==> src/rtl/tmr_io_pkg.sv <==
package tmr_io_pkg;

  typedef enum logic [1:0] {
    ACT_HOLD = 2'b00,
    ACT_CLR  = 2'b01,
    ACT_SET  = 2'b10,
    ACT_TOG  = 2'b11
  } pin_act_e;

  // Pin level after a compare match, given the action code and present level.
  function automatic logic act_level(input logic [1:0] act, input logic cur);
    logic res;
    case (pin_act_e'(act))
      ACT_CLR: res = 1'b0;
      ACT_SET: res = 1'b1;
      ACT_TOG: res = ~cur;
      default: res = cur;
    endcase
    return res;
  endfunction

  // Capture edge selection: 00 rising, 01 falling, 1x either.
  function automatic logic edge_sel_hit(input logic [1:0] sel, input logic rise,
                                        input logic fall);
    logic res;
    if (sel[1])      res = rise | fall;
    else if (sel[0]) res = fall;
    else             res = rise;
    return res;
  endfunction

endpackage

==> src/rtl/tmr_pin_sync.sv <==
module tmr_pin_sync #(
  parameter int STAGES = 2
) (
  input  logic clk,
  input  logic rst_n,
  input  logic pin_raw,
  output logic pin_rise,
  output logic pin_fall
);
  logic [STAGES-1:0] sync_q;
  logic              prev_q;
  logic              lvl;

  assign lvl = sync_q[STAGES-1];

  generate
    if (STAGES == 1) begin : g_one
      always_ff @(posedge clk or negedge rst_n) begin
        if (!rst_n) sync_q <= '0;
        else        sync_q <= pin_raw;
      end
    end else begin : g_chain
      always_ff @(posedge clk or negedge rst_n) begin
        if (!rst_n) sync_q <= '0;
        else        sync_q <= {sync_q[STAGES-2:0], pin_raw};
      end
    end
  endgenerate

  always_ff @(posedge clk or negedge rst_n) begin
    if (!rst_n) prev_q <= 1'b0;
    else        prev_q <= lvl;
  end

  assign pin_rise = lvl & ~prev_q;
  assign pin_fall = ~lvl & prev_q;

  AST_EDGE_FOLLOWS_SYNC: assert property (@(posedge clk) disable iff (!rst_n) pin_rise |=> !pin_rise);
endmodule

==> src/rtl/tmr_gr_slot.sv <==
module tmr_gr_slot
  import tmr_io_pkg::*;
#(
  parameter int CNT_W = 16
) (
  input  logic             clk,
  input  logic             rst_n,
  input  logic             mode_cap,
  input  logic [1:0]       act_sel,
  input  logic             ld_init,
  input  logic             init_lvl,
  input  logic             gr_wr,
  input  logic [CNT_W-1:0] wdata,
  input  logic [CNT_W-1:0] cnt_val,
  input  logic             rise,
  input  logic             fall,
  input  logic             flag_clr,
  output logic [CNT_W-1:0] gr_q,
  output logic             pin_q,
  output logic             pin_oe,
  output logic             flag_q
);
  logic match_evt;
  logic cap_evt;

  assign match_evt = !mode_cap && (cnt_val == gr_q);
  assign cap_evt   = mode_cap && edge_sel_hit(act_sel, rise, fall);
  assign pin_oe    = !mode_cap && (act_sel != ACT_HOLD);

  always_ff @(posedge clk or negedge rst_n) begin
    if (!rst_n)                 gr_q <= '1;
    else if (cap_evt)           gr_q <= cnt_val;
    else if (gr_wr && !mode_cap) gr_q <= wdata;
  end

  always_ff @(posedge clk or negedge rst_n) begin
    if (!rst_n)         pin_q <= 1'b0;
    else if (ld_init)   pin_q <= init_lvl;
    else if (match_evt) pin_q <= act_level(act_sel, pin_q);
  end

  always_ff @(posedge clk or negedge rst_n) begin
    if (!rst_n)                    flag_q <= 1'b0;
    else if (match_evt || cap_evt) flag_q <= 1'b1;
    else if (flag_clr)             flag_q <= 1'b0;
  end

  AST_INIT_LEVEL: assert property (@(posedge clk) disable iff (!rst_n) ld_init |=> pin_q == $past(init_lvl));
  AST_MATCH_LOW: assert property (@(posedge clk) disable iff (!rst_n) match_evt && !ld_init && act_sel == 2'b01 |=> !pin_q);
  AST_MATCH_HIGH: assert property (@(posedge clk) disable iff (!rst_n) match_evt && !ld_init && act_sel == 2'b10 |=> pin_q);
  AST_MATCH_TOGGLE: assert property (@(posedge clk) disable iff (!rst_n) match_evt && !ld_init && act_sel == 2'b11 |=> pin_q != $past(pin_q));
  AST_NO_MATCH_HOLD: assert property (@(posedge clk) disable iff (!rst_n) !match_evt && !ld_init |=> $stable(pin_q));
  AST_CAPTURE_LOAD: assert property (@(posedge clk) disable iff (!rst_n) cap_evt |=> gr_q == $past(cnt_val) && flag_q);
  AST_CAPTURE_WR_IGNORED: assert property (@(posedge clk) disable iff (!rst_n) mode_cap && gr_wr && !cap_evt |=> $stable(gr_q));
  AST_FLAG_STICKY: assert property (@(posedge clk) disable iff (!rst_n) flag_q && !flag_clr |=> flag_q);
  AST_FLAG_SET: assert property (@(posedge clk) disable iff (!rst_n) match_evt |=> flag_q);
endmodule

==> src/rtl/tmr_chan_io.sv <==
module tmr_chan_io
  import tmr_io_pkg::*;
#(
  parameter int CNT_W    = 16,
  parameter int FIELDS   = 2,
  parameter int SYNC_STG = 2,
  localparam int CTRL_W  = 4 * FIELDS,
  localparam int ADDR_W  = $clog2(FIELDS + 2)
) (
  input  logic              clk,
  input  logic              rst_n,
  input  logic              cpu_we,
  input  logic [ADDR_W-1:0] cpu_addr,
  input  logic [CNT_W-1:0]  cpu_wdata,
  input  logic [ADDR_W-1:0] cpu_raddr,
  output logic [CNT_W-1:0]  cpu_rdata,
  input  logic [CNT_W-1:0]  cnt_val,
  input  logic [FIELDS-1:0] pin_in,
  output logic [FIELDS-1:0] pin_out,
  output logic [FIELDS-1:0] pin_oe,
  output logic [FIELDS-1:0] flag
);
  localparam logic [ADDR_W-1:0] CTRL_ADDR = '0;
  localparam logic [ADDR_W-1:0] FLAG_ADDR = ADDR_W'(FIELDS + 1);

  logic [CTRL_W-1:0] ctrl_q;
  logic              ctrl_wr;
  logic [CNT_W-1:0]  gr_val [FIELDS];

  assign ctrl_wr = cpu_we && (cpu_addr == CTRL_ADDR);

  always_ff @(posedge clk or negedge rst_n) begin
    if (!rst_n)       ctrl_q <= '0;
    else if (ctrl_wr) ctrl_q <= cpu_wdata[CTRL_W-1:0];
  end

  generate
    for (genvar i = 0; i < FIELDS; i++) begin : g_slot
      logic rise_w;
      logic fall_w;
      logic gr_wr_w;
      logic clr_w;
      logic ld_w;

      assign gr_wr_w = cpu_we && (cpu_addr == ADDR_W'(i + 1));
      assign clr_w   = cpu_we && (cpu_addr == FLAG_ADDR) && !cpu_wdata[i];
      assign ld_w    = ctrl_wr && !cpu_wdata[4*i+3];

      tmr_pin_sync #(.STAGES(SYNC_STG)) u_sync (
        .clk      (clk),
        .rst_n    (rst_n),
        .pin_raw  (pin_in[i]),
        .pin_rise (rise_w),
        .pin_fall (fall_w)
      );

      tmr_gr_slot #(.CNT_W(CNT_W)) u_slot (
        .clk      (clk),
        .rst_n    (rst_n),
        .mode_cap (ctrl_q[4*i+3]),
        .act_sel  (ctrl_q[4*i +: 2]),
        .ld_init  (ld_w),
        .init_lvl (cpu_wdata[4*i+2]),
        .gr_wr    (gr_wr_w),
        .wdata    (cpu_wdata),
        .cnt_val  (cnt_val),
        .rise     (rise_w),
        .fall     (fall_w),
        .flag_clr (clr_w),
        .gr_q     (gr_val[i]),
        .pin_q    (pin_out[i]),
        .pin_oe   (pin_oe[i]),
        .flag_q   (flag[i])
      );

      AST_OE_OFF_IN_CAPTURE: assert property (@(posedge clk) disable iff (!rst_n) ctrl_wr && cpu_wdata[4*i+3] |=> !pin_oe[i]);
    end
  endgenerate

  always_comb begin
    cpu_rdata = '0;
    if (cpu_raddr == CTRL_ADDR) begin
      cpu_rdata[CTRL_W-1:0] = ctrl_q;
    end else if (cpu_raddr == FLAG_ADDR) begin
      cpu_rdata[FIELDS-1:0] = flag;
    end else begin
      for (int k = 0; k < FIELDS; k++) begin
        if (cpu_raddr == ADDR_W'(k + 1)) cpu_rdata = gr_val[k];
      end
    end
  end

  AST_CTRL_READBACK: assert property (@(posedge clk) disable iff (!rst_n) ctrl_wr |=> ctrl_q == $past(cpu_wdata[CTRL_W-1:0]));
endmodule

==> config.mk <==
export PLATFORM = sky130hd
export DESIGN_NAME = tmr_chan_io
export DESIGN_NICKNAME = d
export VERILOG_FILES = /design/src/rtl/tmr_io_pkg.sv /design/src/rtl/tmr_pin_sync.sv /design/src/rtl/tmr_gr_slot.sv /design/src/rtl/tmr_chan_io.sv
export SDC_FILE = /design/constraint.sdc
export NUM_CORES = 1
export LEC_CHECK = 0
export ABC_AREA = 1
export BUFFER_PORTS_ARGS = -buffer_cell sky130_fd_sc_hd__buf_2
export CAP_MARGIN = 20
export CORE_MARGIN = 8
export CORE_UTILIZATION = 55
export CTS_BUF_LIST = sky130_fd_sc_hd__clkbuf_4
export DETAILED_ROUTE_END_ITERATION = 8
export GPL_TIMING_DRIVEN = 0
export PLACE_DENSITY = 0.8
export SLEW_MARGIN = 20
export SYNTH_ARGS = -nofsm -noshare
export SYNTH_HDL_FRONTEND = slang
export SYNTH_SLANG_ARGS = --single-unit
==> constraint.sdc <==
create_clock -name clk -period 2.85 [get_ports clk]
set_input_delay 0.1425 -clock clk [delete_from_list [all_inputs] [get_ports clk]]
set_output_delay 0.1425 -clock clk [all_outputs]
set_load 0.005 [all_outputs]
# After elaboration in Yosys (flattened, before gate mapping)
# Cells that the tools add are included.
classes:
  shifts: 0
  n_addsub: 0
  magnitude_cmp: 0
  eq_ne: 14
  muxes: 24
  div_mod_pow: 0
  reduce_logical: 38
  mul: 0
  n_bitwise: 12
op_table:
  columns: ["cell", "n"]
  rows:
  - ["$mux W16", 6]
  - ["$eq A16 B16 Y1", 2]
  - ["$eq A2 B2 Y1 const B", 8]
  - ["$logic_and A1 B1 Y1", 16]
  - ["$mux W8", 2]
  - ["$reduce_bool A2 Y1", 8]
  - ["$mux W14", 1]
  - ["$mux W1", 12]
  - ["$eq A2 B1 Y1 const B", 4]
  - ["$reduce_bool A4 Y1", 2]
  - ["$logic_not A1 Y1", 6]
  - ["$not A1 Y1", 6]
  - ["$pmux W1 S3", 2]
  - ["$and A1 B1 Y1", 4]
  - ["$logic_not A2 Y1", 2]
  - ["$reduce_and A2 Y1", 2]
  - ["$logic_or A1 B1 Y1", 2]
  - ["$mux W2", 1]
  - ["$or A1 B1 Y1", 2]
totals:
  regBits: 50
  memories: 0
  latch_bits: 0
  ram_bits: 0
  output_inout_bits: 22
  mem_bits_ro: 0

# Depth between registers and ports, before layout
logic_depth:
  depth_word: 7
  mapped_depth: 11
  ltp_nobuf: 11

# By module
# Synthesis repeated with hierarchy kept, for this count alone.
unflattened:
  hier_cells: 457
  area_unflattened_um2: 3293.2
modules_own_cells:
  columns: ["mod", "n_inst", "seq_area_each_um2", "area_per_inst_um2", "cells_per_inst"]
  rows:
  - ["tmr_gr_slot", 2, 470.5, 1222.4, 167]
  - ["tmr_chan_io", 1, 200.2, 668.1, 109]
  - ["tmr_pin_sync", 2, 75.1, 90.1, 7]

# Least setup slack after synthesis
# No wires, ideal clock.
synth_timing:
  path_type: "register -> register"
  start: "register g_slot[0].u_sync.prev_q"
  end: "register g_slot[0].u_slot.gr_q[0]"
  t_required_ps: 2756
  path_slack_ps: 1485
  path_buffers: 1
  path_stages_with_launch: 8
  arrival_time_ps: 1270
  setup_ps: 94
  path_cell_list: "dfrtp_1 inv_1 ha_1 a21oi_1 nand3_2 nand2_2 buf_4 o221ai_1"
synth_between:
  elab_chain_cells: 6
  elab_cells_between_ends: 9
synth_lines:
  columns: ["element", "line", "text"]
  rows:
  - ["from (decl)", "tmr_pin_sync.sv:11", "logic prev_q;"]
  - ["from (signal assigned)", "tmr_pin_sync.sv:32", "else prev_q <= lvl;"]
  - ["$not A1 Y1", "tmr_pin_sync.sv:35", "assign pin_rise = lvl & ~prev_q;"]
  - ["$and A1 B1 Y1", "tmr_pin_sync.sv:35", null]
  - ["$mux W1 or $or A1 B1 Y1 (tied branches)", "tmr_io_pkg.sv:27, tmr_io_pkg.sv:26", null]
  - ["$mux W1 (*)", "tmr_io_pkg.sv:26", "if (sel[1]) res = rise | fall;"]
  - ["$logic_and A1 B1 Y1 (*)", "tmr_gr_slot.sv:27", "assign cap_evt = mode_cap && edge_sel_hit(act_sel, rise, fall);"]
  - ["$mux W16 or $reduce_bool A2 Y1 (tied branches)", null, null]
  - ["to (signal assigned)", "tmr_gr_slot.sv:32", "else if (cap_evt) gr_q <= cnt_val;"]
  - ["to (signal assigned)", "tmr_gr_slot.sv:33", "else if (gr_wr && !mode_cap) gr_q <= wdata;"]
  - ["to (decl)", "tmr_gr_slot.sv:18", "output logic [CNT_W-1:0] gr_q,"]
# Every way passes the cells marked *; elsewhere a longest branch is shown, timed or not.
# A chain may end at the register's enable or synchronous reset.

# Final worst setup path
layout_timing:
  start: "register g_slot[1].u_sync.prev_q"
  end: "register g_slot[1].u_slot.gr_q[6]"
layout_between:
  elab_chain_cells: 6
  elab_cells_between_ends: 9
layout_lines:
  columns: ["element", "line"]
  rows:
  - ["from (decl)", "tmr_pin_sync.sv:11"]
  - ["from (signal assigned)", "tmr_pin_sync.sv:32"]
  - ["$not A1 Y1", "tmr_pin_sync.sv:35"]
  - ["$and A1 B1 Y1", "tmr_pin_sync.sv:35"]
  - ["$mux W1 or $or A1 B1 Y1 (tied branches)", "tmr_io_pkg.sv:27, tmr_io_pkg.sv:26"]
  - ["$mux W1 (*)", "tmr_io_pkg.sv:26"]
  - ["$logic_and A1 B1 Y1 (*)", "tmr_gr_slot.sv:27"]
  - ["$mux W16 or $reduce_bool A2 Y1 (tied branches)", null]
  - ["to (signal assigned)", "tmr_gr_slot.sv:32"]
  - ["to (signal assigned)", "tmr_gr_slot.sv:33"]
  - ["to (decl)", "tmr_gr_slot.sv:18"]
# Marks and branches as above.

==> flow_summary.json <==
{
  "min-delay-path-class": "in2reg",
  "routed_wl_um": 8530,
  "total_power_uw": 2560,
  "r2r_slack_ns": 1.16,
  "maxSlewViolCount": 0,
  "core-area_um2": 5510,
  "nFillCells": 493,
  "cellInternalPower_uw": 1570,
  "fin_util_pct": 66.5,
  "postSynthNetCount": 471,
  "ctsResizeCount": 0,
  "synth-seq-cells": 50,
  "power_switching_uw": 983,
  "cp.buffers_inverters": 3,
  "cts_setup_buffers": 0,
  "grt_use_total_pct": 20.3,
  "drtIter0Drc": 207,
  "nets": 547,
  "critPathMaxFanout": 10,
  "relSlewSlack_pct": 57.6,
  "ys_seq_area_share_pct": 41.3,
  "min_to": "ctrl_q[0]",
  "place.port_buffers": 62,
  "required_ns": 3.14,
  "cts_buffers": 5,
  "htreeDepth": 2,
  "cpMaxStageDelayCell": "dfrtp_1",
  "ys.flop_type": "dfstp_2",
  "syn_inst": 426,
  "holdBufCountCts": 6,
  "arrival_ns": 1.98,
  "die_w_um": 91.4,
  "antenna_found_initial": 0,
  "synth_area_um2": 3130,
  "avgSynthCellArea_um2": 7.34,
  "hold_depth": 3,
  "hold_viol_final": 0,
  "setup_violations": 0,
  "cp-start-kind": "flip-flop",
  "drcViolationCount": 0,
  "rsz0062_at_grt": "no",
  "swShare_pct": 38.5,
  "tns_ns": 0,
  "dpl_worst_slack_ns": 1.21,
  "layout_common_cells": "nand2_1, inv_1, buf_2, o221ai_1, dfstp_2",
  "dp_hpwl_um": 6450,
  "route.vias.total": 3036,
  "combPwrFrac_pct": 40.2,
  "path_cells": "inv_1 -> ha_1 -> a21oi_1 -> nand3_1 -> inv_2 -> buf_4 -> nand2_1 -> o221ai_1",
  "overflow": 0,
  "crit_start": "g_slot[1].u_sync.prev_q",
  "async_reset_ff_share_pct": 100,
  "synth_top_area_share_pct": 26.9,
  "area_growth_pct": 17.1,
  "powerDensity_nw_per_um2": 698,
  "cp.depth": 8,
  "clkTransAtPathRegs_ns": 0.14,
  "worstSetupPathType": "reg2reg",
  "worstHoldStart": "cpu_wdata[0]",
  "clock_power_share_pct": 12.9,
  "synth_cell_types": 24,
  "start_util_pct": 56.8,
  "final_antenna_net_count": 0,
  "cp_slowest_stage_delay_ns": 0.39,
  "place.gp.congestion": 0.911,
  "die_y_um": 91.4,
  "cts_buffer_depth": 2,
  "clock.fmax_mhz": 590,
  "drv_cap": 0,
  "endpoint_kind": "flip-flop",
  "worst_path_dominant_cell_family": "buffers and inverters",
  "grt_max_degree": 27,
  "fin_crit_ns": 1.69,
  "ys_top_cells_by_area": "dfstp_2, nand2_1, dfrtp_1",
  "r2r-start": "g_slot[1].u_sync.prev_q",
  "multi_input_area_um2": 1420,
  "avgRoutedWirePerCell_um": 14.8,
  "ff_latch_area_um2": 1290,
  "r2r_cells": 8,
  "grt_pass1_wl_um": 14100,
  "top_level_ports": 63,
  "power.leakage_uw": 0.00195,
  "clock_latency_ns": 0.38,
  "status": "finished, final reports clean",
  "num_rows": 27,
  "setup_ws_ns": 1.16,
  "cts_tree": "done",
  "via_per_inst": 5.28,
  "clock_skew_ns": 0.0141,
  "layout_commonest_cell": "nand2_1",
  "drive_gt1_share_pct": 27.6,
  "dr.pass1.iters": 5,
  "r2r_end": "g_slot[1].u_slot.gr_q[6]",
  "finalCritPeriodShare_pct": 59.4,
  "antenna_cells": 0,
  "worst_pin_slew_ns": 0.636,
  "yosys_warnings": 0,
  "grt_pass1_vias": 3108,
  "die_area_um2": 8350,
  "synth_edf_count": 0,
  "clock_sinks": 50,
  "pwr-share-seq_pct": 47.0,
  "cts_root_buf": "clkbuf_4",
  "vdd_drop_max_v": 0.000338,
  "yosys.area.top_type": "dfstp_2"
}
## cells by family (layout without fill, tap and decap cells)
kind of cell,after synthesis,count (layout),synth area share [%]
DFF,50,50,41.3
adders and majority gates,4,4,1.60
and+or+nand+nor,211,211,28.1
AOI/OAI and AO/OA,62,62,15.3
buffers and inverters,97,174,13.2
xor gates and xnor gates,2,2,0.560
## how the worst max path moves through the flow
| stage | to | slack (ns) |
|---|---|---|
| global placement | g_slot[0].u_slot.gr_q[14] | 1.27 |
| floorplan | g_slot[0].u_slot.gr_q[0] | 1.49 |
| global route | g_slot[1].u_slot.gr_q[8] | 1.04 |
| detailed placement | g_slot[1].u_slot.gr_q[7] | 1.21 |
| CTS | g_slot[1].u_slot.gr_q[6] | 1.17 |
| finish | g_slot[1].u_slot.gr_q[6] | 1.16 |
## synthesized netlist by cell type, drive strengths merged (2+ instances only)
| library cell | count |
|---|---|
| dfrtp | 18 |
| o221ai | 38 |
| dfstp | 32 |
| a21oi | 6 |
| buf | 13 |
| ha | 4 |
| o2111ai | 2 |
| nand3b | 2 |
| nor2 | 29 |
| nand3 | 17 |
| inv | 83 |
| o22ai | 8 |
| xor2 | 2 |
| nand2 | 163 |
| o21ai | 8 |
## per-layer routing
layer	track usage, %	wire length [um]	up-vias
met3	5.27	604	12
met2	33.7	4130	129
met4	9.00	129	0
met1	24.2	3660	1385
met5	0	0	-
li1	-	-	1510
## registers in the layout, summed over array words and instances (netlist names)
name and flops:
g_slot.u_slot.pin_q 2, g_slot.u_slot.flag_q 2, g_slot.u_sync.prev_q 2, g_slot.u_sync.sync_q 4
g_slot.u_slot.gr_q 32, ctrl_q 8
## cell type report
type	count	share of cell area, %
timing repair buffer	69	10.7
clock inverter	2	0.239
multi-input combinational	279	38.9
buffer	14	2.67
tap	72	2.46
clock buffer	6	1.23
inverter	83	8.58
sequential	50	35.3
## power by group through the flow
stage,combinational (uW),sequential (uW),clock [uW]
2_1_floorplan,718,1170,0
3_3_place_gp,973,1190,0
3_5_place_dp,1010,1210,0
4_1_cts,1020,1200,334
5_1_grt,1150,1230,354
6_report,1030,1200,330
## worst min-delay path, delay by kind of cell
kind,cells,cell delay [ns]
buffers and inverters,1,0.09
AO/OA/AOI/OAI,1,0.06
AND/OR/NAND/NOR,1,0.06
## through the flow
| stage | instance area, um2 | std cells | hold slack [ns] |
|---|---|---|---|
| 3_3_place_gp | 3530 | 560 | 0.251 |
| 2_1_floorplan | 3130 | 426 | -0.153 |
| 6_report | 3660 | 575 | 0.0101 |
| 5_1_grt | 3660 | 575 | 0.0365 |
| 4_1_cts | 3660 | 575 | 0.00683 |
| 3_5_place_dp | 3550 | 561 | 0.193 |
Power figures use the tool's default switching activity.
